## src/rtl/dual_mult_addsub.sv

```systemverilog
module dual_mult_addsub #(
  parameter int W          = 18,
  parameter int FRAC       = 15,
  parameter int CTL_STAGES = 2
) (
  input  logic             clk,
  input  logic             aclr,
  input  logic             ena,
  input  logic [W-1:0]     a0_i,
  input  logic [W-1:0]     b0_i,
  input  logic [W-1:0]     a1_i,
  input  logic [W-1:0]     b1_i,
  input  logic             a_signed_i,
  input  logic             b_signed_i,
  input  logic             chain_sel_i,
  input  logic [W-1:0]     chain_a_i,
  input  logic [W-1:0]     chain_b_i,
  output logic [W-1:0]     chain_a_o,
  output logic [W-1:0]     chain_b_o,
  input  logic             rnd_en_i,
  input  logic             sat_en_i,
  input  logic             sub_i,
  input  logic             out_rnd_i,
  output logic [2*W+2:0]   result_o,
  output logic             sat0_o,
  output logic             sat1_o
);
  localparam int PW = 2*W + 2;
  localparam int RW = PW + 1;
  localparam logic signed [PW-1:0] PMAX  = (PW'(1) << (2*FRAC)) - (PW'(1) << FRAC);
  localparam logic signed [PW-1:0] PMIN  = -(PW'(1) << (2*FRAC));
  localparam logic signed [PW-1:0] PHALF = PW'(1) << (FRAC-1);
  localparam logic signed [PW-1:0] PLOW  = (PW'(1) << FRAC) - PW'(1);
  localparam logic signed [RW-1:0] RHALF = RW'(1) << (FRAC-1);
  localparam logic signed [RW-1:0] RLOW  = (RW'(1) << FRAC) - RW'(1);

  logic [W-1:0] a0_q, b0_q, a1_q, b1_q;
  logic         as_q, bs_q, rnd_q, sat_q;
  logic signed [PW-1:0] p0_q, p1_q;
  logic         f0_q, f1_q;
  logic [1:0]   ctl_q [CTL_STAGES];
  logic signed [RW-1:0] sum, sum_r;

  function automatic logic [PW:0] scale(input logic [W-1:0] a, input logic [W-1:0] b,
                                        input logic as, input logic bs,
                                        input logic rnd, input logic sat);
    logic signed [PW-1:0] p;
    logic f;
    p = PW'($signed({as & a[W-1], a})) * PW'($signed({bs & b[W-1], b}));
    f = 1'b0;
    if (rnd) p = (p + PHALF) & ~PLOW;
    if (sat && p > PMAX) begin
      p = PMAX;
      f = 1'b1;
    end else if (sat && p < PMIN) begin
      p = PMIN;
      f = 1'b1;
    end
    return {f, p};
  endfunction

  always_ff @(posedge clk or posedge aclr) begin
    if (aclr) begin
      a0_q <= '0; b0_q <= '0; a1_q <= '0; b1_q <= '0;
      as_q <= 1'b0; bs_q <= 1'b0; rnd_q <= 1'b0; sat_q <= 1'b0;
    end else if (ena) begin
      a0_q  <= chain_sel_i ? chain_a_i : a0_i;
      b0_q  <= chain_sel_i ? chain_b_i : b0_i;
      a1_q  <= a1_i;
      b1_q  <= b1_i;
      as_q  <= a_signed_i;
      bs_q  <= b_signed_i;
      rnd_q <= rnd_en_i;
      sat_q <= sat_en_i;
    end
  end

  always_ff @(posedge clk or posedge aclr) begin
    if (aclr) begin
      p0_q <= '0; p1_q <= '0; f0_q <= 1'b0; f1_q <= 1'b0;
    end else if (ena) begin
      {f0_q, p0_q} <= scale(a0_q, b0_q, as_q, bs_q, rnd_q, sat_q);
      {f1_q, p1_q} <= scale(a1_q, b1_q, as_q, bs_q, rnd_q, sat_q);
    end
  end

  always_ff @(posedge clk or posedge aclr) begin
    if (aclr) begin
      for (int i = 0; i < CTL_STAGES; i++) ctl_q[i] <= '0;
    end else if (ena) begin
      ctl_q[0] <= {out_rnd_i, sub_i};
      for (int i = 1; i < CTL_STAGES; i++) ctl_q[i] <= ctl_q[i-1];
    end
  end

  assign sum   = ctl_q[CTL_STAGES-1][0] ? RW'(p0_q) - RW'(p1_q) : RW'(p0_q) + RW'(p1_q);
  assign sum_r = ctl_q[CTL_STAGES-1][1] ? (sum + RHALF) & ~RLOW : sum;

  always_ff @(posedge clk or posedge aclr) begin
    if (aclr) begin
      result_o <= '0; sat0_o <= 1'b0; sat1_o <= 1'b0;
    end else if (ena) begin
      result_o <= sum_r;
      sat0_o   <= f0_q;
      sat1_o   <= f1_q;
    end
  end

  assign chain_a_o = a0_q;
  assign chain_b_o = b0_q;


  freeze_chk: assert property (@(posedge clk) disable iff (aclr)
    !ena |=> $stable(result_o) && $stable(sat0_o) && $stable(sat1_o));


  chain_chk: assert property (@(posedge clk) disable iff (aclr)
    ena |=> chain_a_o == $past(chain_sel_i ? chain_a_i : a0_i) &&
            chain_b_o == $past(chain_sel_i ? chain_b_i : b0_i));


  out_rnd_chk: assert property (@(posedge clk) disable iff (aclr)
    (ena && ctl_q[CTL_STAGES-1][1]) |=> result_o[FRAC-1:0] == '0);


  sat_val_chk: assert property (@(posedge clk) disable iff (aclr)
    (f0_q || f1_q) |-> ((!f0_q || p0_q == PMAX || p0_q == PMIN) &&
                        (!f1_q || p1_q == PMAX || p1_q == PMIN)));


  sat_off_chk: assert property (@(posedge clk) disable iff (aclr)
    (ena && !sat_q) |=> (!f0_q && !f1_q));


  clr_chk: assert property (@(posedge clk)
    aclr |-> (result_o == '0 && !sat0_o && !sat1_o && chain_a_o == '0 && chain_b_o == '0));
endmodule

```

## config.mk

```make
export PLATFORM = sky130hd
export DESIGN_NAME = dual_mult_addsub
export DESIGN_NICKNAME = d
export VERILOG_FILES = /design/src/rtl/dual_mult_addsub.sv
export SDC_FILE = /design/constraint.sdc
export NUM_CORES = 2
export LEC_CHECK = 0
export BUFFER_PORTS_ARGS = -buffer_cell sky130_fd_sc_hd__clkbuf_2
export CAP_MARGIN = 20
export CORE_ASPECT_RATIO = 2
export CORE_MARGIN = 10
export CORE_UTILIZATION = 55
export DETAILED_ROUTE_END_ITERATION = 16
export PLACE_DENSITY_LB_ADDON = 0.25
export SLEW_MARGIN = 30
export SYNTH_ARGS = -nofsm -noshare
export SYNTH_HDL_FRONTEND = slang
export SYNTH_SLANG_ARGS = --single-unit
```

## constraint.sdc

```tcl
create_clock -name clk -period 21.8 [get_ports clk]
set_clock_uncertainty 0.1 [all_clocks]
set_input_delay 1.09 -clock clk [delete_from_list [all_inputs] [get_ports clk]]
set_output_delay 1.09 -clock clk [all_outputs]
set_load 0.02 [all_outputs]
```

# Word level (Yosys, flattened, before mapping)
# Index checks and enable logic that the tools add are counted.
[word_totals]
register_bits = 199
input_bits = 118
out_inout_bits = 77
[op_classes]
n_addsub = 5
n_mul = 2
n_lt_le_gt_ge = 4
muxes = 16
n_bitwise = 4
reduce_logical = 4
[ops]
columns = ["operator", "count"]
rows = [
  ["38-bit 2-to-1 mux", 8],
  ["39-bit 2-to-1 mux", 2],
  ["38-bit by 16-bit adder with 38-bit output, second input constant", 2],
  ["38-bit by 31-bit > comparator with 1-bit output, second input constant", 2],
  ["38-bit by 31-bit < comparator with 1-bit output, second input constant", 2],
  ["19-bit by 19-bit multiplier with 38-bit output", 2],
  ["38-bit by 38-bit adder with 39-bit output", 1],
  ["39-bit by 16-bit adder with 39-bit output, second input constant", 1],
  ["38-bit by 38-bit subtractor with 39-bit output", 1],
  ["18-bit 2-to-1 mux", 2],
  ["1-bit bitwise AND", 4],
  ["1-bit logical AND", 4],
  ["1-bit 2-to-1 mux", 4],
]

# Longest topological paths before layout
[depth]
ltp_word = 9
mapped_depth = 37

# Worst setup path before layout
# Ideal clock, no wire load.
[synth_path]
kind = "register to register"
startpoint = "register a0_q[17], in the netlist chain_a_o[17]"
endpoint = "register p0_q[7]"
arrival_time_ns = 8.502
required_time_ns = 21.634
slack_ns = 13.132
path_stages_with_launch = 28
n_path_buf = 4
path_cell_list = "dfrtp_1 > and2_1 > clkbuf_1 > clkbuf_1 > nand2_1 > fa_1 > fa_1 > fa_1 > inv_1 > fa_1 > fa_1 > fa_1 > ha_1 > ha_1 > clkbuf_1 > and3_1 > nand4_1 > a2111o_1 > nand3_1 > xnor2_1 > nand3_1 > or4_1 > xnor2_1 > nor4_1 > a31oi_2 > nor3_2 > buf_4 > a22o_1"
[synth_via]
elab_chain_cells = 9
elab_cells_between_ends = 11
classes_between = "1 x add/sub; 1 x mul; 2 x order compare; 4 x mux; 1 x bitwise; 2 x reduce/logical"
[synth_rtl]
columns = ["item", "line_no", "rtl"]
rows = [
  ["start: declaration", "37", "logic [W-1:0] a0_q, b0_q, a1_q, b1_q;"],
  ["start signal: assignment", "67", "a0_q <= chain_sel_i ? chain_a_i : a0_i;"],
  ["1-bit bitwise AND", "49", "p = PW'($signed({as & a[W-1], a})) * PW'($signed({bs & b[W-1], b}));"],
  ["19-bit by 19-bit multiplier with 38-bit output (*)", "49", ""],
  ["38-bit by 16-bit adder with 38-bit output", "51", "if (rnd) p = (p + PHALF) & ~PLOW;"],
  ["38-bit 2-to-1 mux (*)", "51", ""],
  ["38-bit 2-to-1 mux (*)", "81", "end else if (ena) begin"],
  ["38-bit by 31-bit < comparator with 1-bit output", "55", "end else if (sat && p < PMIN) begin"],
  ["1-bit logical AND", "55", ""],
  ["38-bit 2-to-1 mux", "55", ""],
  ["38-bit 2-to-1 mux (*)", "52", "if (sat && p > PMAX) begin"],
  ["end signal: assignment", "82", "{f0_q, p0_q} <= scale(a0_q, b0_q, as_q, bs_q, rnd_q, sat_q);"],
  ["end: declaration", "39", "logic signed [PW-1:0] p0_q, p1_q;"],
]
# Every way passes the cells marked *; elsewhere a longest branch is shown, timed or not. The select of a mux whose other input is x is not followed.
# A chain may end at the register's enable or synchronous reset.

# Worst setup path in the final report
[layout_path]
startpoint = "register as_q"
endpoint = "register p0_q[5]"
[layout_via]
elab_chain_cells = 9
elab_cells_between_ends = 11
classes_between = "1 x add/sub; 1 x mul; 2 x order compare; 4 x mux; 1 x bitwise; 2 x reduce/logical"
[layout_rtl]
columns = ["item", "line_no", "rtl"]
rows = [
  ["start: declaration", "38", "logic as_q, bs_q, rnd_q, sat_q;"],
  ["start signal: assignment", "71", "as_q <= a_signed_i;"],
  ["1-bit bitwise AND (*)", "49", ""],
  ["19-bit by 19-bit multiplier with 38-bit output (*)", "49", ""],
  ["38-bit by 16-bit adder with 38-bit output", "51", ""],
  ["38-bit 2-to-1 mux (*)", "51", ""],
  ["38-bit 2-to-1 mux (*)", "81", ""],
  ["38-bit by 31-bit < comparator with 1-bit output", "55", ""],
  ["1-bit logical AND", "55", ""],
  ["38-bit 2-to-1 mux", "55", ""],
  ["38-bit 2-to-1 mux (*)", "52", ""],
]
# Marks and branches as above.

==> impl_metrics.yaml <==
outcome:
  outcome: "finished clean"
setup_path:
  r2r_cells: 25
  reg2reg_slack_ns: 11.17
  required_ns: 22.16
  cp.arrival_ns: 10.99
  worstSetupStartpointType: "register"
  r2r-start: "as_q"
  cp_max_fo: 17
  critPathKind: "register to register"
  r2r_end: "p0_q[5]"
  crit_path_end_kind: "register"
die:
  rows: 142
  die_height_microns: 407.4
  die_x_microns: 213.7
  dieArea_sq_mm: 0.08707
  core_sq_mm: 0.07462
  start_util_pct: 55.32
  ios: 195
yosys:
  synth_top_area_cell: "fa_1"
  synth_nets: 5705
  synth_edf_count: 0
  netlist_instances: 4580
  synthArstFlopShare_pct: 100.0
  synth.area.top_cells: "fa_1, dfrtp_1, ha_1, inv_1, and2_1"
  ys_seq_area_share_pct: 12.06
  synth_warnings: 0
  synthFlopType: "dfrtp_1"
  ys_ff_latch: 199
  syn-cell-area_sq_mm: 0.04128
  avgSynthCellArea_sq_um: 9.012
  synth_top_area_share_pct: 35.84
  ys_types: 106
sta:
  rsz0062_at_grt: "no"
  period_minus_slack_ns: 10.63
  finalCritPeriodShare_pct: 48.75
  setup_viol: 0
  slew_headroom_pct: 23.71
  clock.fmax_ghz: 0.09409
  tightest_slew_ns: 1.135
  fin_tns_setup_ns: 0
  final_hold_viol_count: 0
  slew_violations: 0
routing:
  routed_via_density: 5.910
  totalWireLength_mm: 127.3
  wl_per_cell_microns: 22.99
  drc: 0
  first_pass_iters: 7
  vias: 32720
  drt_iter0_markers: 1858
  final_antenna_net_count: 0
finish:
  layout_commonest_cell: "inv_1"
  most-common-layout-cells: "inv_1, fa_1, nand2_1"
  area_growth_pct: 5.111
  regArea_sq_mm: 0.004980
  nNetsFinal: 5711
  fill_cells: 6716
  multi_input_area_sq_mm: 0.03224
  drive_gt1_share_pct: 8.763
clock_tree:
  cts_hold_buf: 0
  cts_tree: "built"
  htreeDepth: 4
  clk_pin_slew_worst_paths_ns: 0.09
  cts.sinks: 199
  insertion_delay_ns: 0.52
  post_cts_buffers: 0
  clock-root-buffer: "clkbuf_16"
  cts_buffer_depth: 2
  numCtsBuffers: 17
  ctsResizeCount: 0
worst_hold_path:
  whs_path_depth: 1
  min_path_type: "register to register"
  whs_endpoint: "f0_q"
  min_from: "f0_q"
placed_design:
  gp_congestion: 0.9953
  dp_hpwl_mm: 105.4
  port_buffers: 194
job:
  cap_violations: 0
grt:
  grt_max_degree: 145
  track_usage_pct: 30.09
  grt_pass1_vias: 36170
  overflow: 0
  antenna_found_initial: 2
  grt_pass1_wl_mm: 198.3
stage by stage:
stage | utilization (%) | hold slack (ns) | area (sq um) | instances | setup WS, ns
after global placement | 57.32 | 0.3610 | 42780 | 5503 | 11.37
after global routing | 58.14 | 0.4085 | 43390 | 5537 | 10.46
after detailed placement | 57.33 | 0.3695 | 42780 | 5503 | 11.18
final | 58.14 | 0.3888 | 43390 | 5537 | 11.17
after CTS | 58.12 | 0.3901 | 43370 | 5535 | 11.17
after floorplan | - | 0.3456 | 41280 | 4580 | 13.13
area by class of cell:
type,instances,share of cell area (%)
multi-input combinational,3305,74.30
sequential,199,11.48
inverter,830,7.198
timing repair buffer,233,2.962
tap,936,2.699
clock buffer,17,0.9805
clock inverter,15,0.3720
antenna,2,0.01154
synth_stat cells (11+ instances only):
| master | count |
|---|---|
| inv_1 | 829 |
| dfrtp_1 | 199 |
| o2bb2ai_1 | 27 |
| a21oi_1 | 174 |
| and3_1 | 23 |
| nand2b_1 | 12 |
| o21ai_1 | 13 |
| nand4_1 | 38 |
| mux2i_1 | 42 |
| mux2_2 | 50 |
| o21a_1 | 22 |
| a211oi_1 | 16 |
| o211ai_1 | 17 |
| ha_1 | 268 |
| or4_1 | 13 |
| nor3_1 | 48 |
| nor3b_1 | 11 |
| or2_2 | 18 |
| and2_1 | 321 |
| o22a_1 | 31 |
| or3_1 | 22 |
| a21o_1 | 54 |
| a31oi_1 | 24 |
| nor2b_1 | 19 |
| fa_1 | 739 |
| nor4_1 | 22 |
| clkbuf_1 | 215 |
| buf_2 | 18 |
| a22o_1 | 15 |
| o21ai_0 | 74 |
| nand3_1 | 53 |
| nand2_1 | 508 |
| xnor2_1 | 123 |
| nor2_1 | 238 |
| xor2_1 | 68 |
worst max path at each step:
stage,startpoint,endpoint,slack (ns)
floorplan,chain_a_o[17],p0_q[7],13.13
global placement,as_q,p0_q[9],11.37
detailed placement,as_q,p0_q[1],11.18
CTS,as_q,p0_q[10],11.17
global route,as_q,p0_q[6],10.46
finish,as_q,p0_q[5],11.17
layer usage:
| metal | vias to the layer above | track usage (%) | share of wire [%] |
|---|---|---|---|
| li1 | 14470 | - | - |
| met1 | 16520 | 25.81 | 29 |
| met2 | 1163 | 57.98 | 56 |
| met3 | 570 | 4.479 | 4.7 |
| met4 | 0 | 25.57 | 9.9 |
| met5 | - | 0 | 0 |
state kept, by name, indices dropped and copies added (netlist names), 4 cells and up:
name and flops:
chain_a_o 18, chain_b_o 18, a1_q 18, b1_q 18, p0_q 38, ctl_q 4, result_o 39, p1_q 38
cells by family (layout without fill, tap and decap cells):
group           after synthesis  count (layout)  synth area share (%)
simple gates               1402            1402                 17.03
buf+inv                    1076            1095                 9.885
fa+ha+maj                  1007            1007                 43.96
compound gates              611             611                 10.54
flops                       199             199                 12.06
xor+xnor                    192             192                 4.107
mux                          93              93                 2.410
other cells                   0               2                     0
worst max-delay path: stages (launching register included):
cell and delay, ns:
dfrtp_1 0.73, and2_1 0.68, nand2_1 0.27, fa_1 0.76
fa_1 0.50, fa_1 0.78, inv_1 0.28, fa_1 0.51
fa_1 0.58, fa_1 0.44, ha_1 0.21, ha_1 0.44
a21oi_1 0.24, o21a_1 0.20, o21ai_0 0.12, a21oi_1 0.27
nand3_1 0.16, xnor2_1 0.71, nand3_1 0.19, or4_1 0.57
xnor2_1 0.21, nor4_1 0.36, a31oi_2 0.15, buf_4 0.22
nor3_2 0.65, a22o_1 0.23
Power is left out: the tool's default activity adds up to more than one toggle a clock period on the data nets, which glitch-free logic cannot reach.
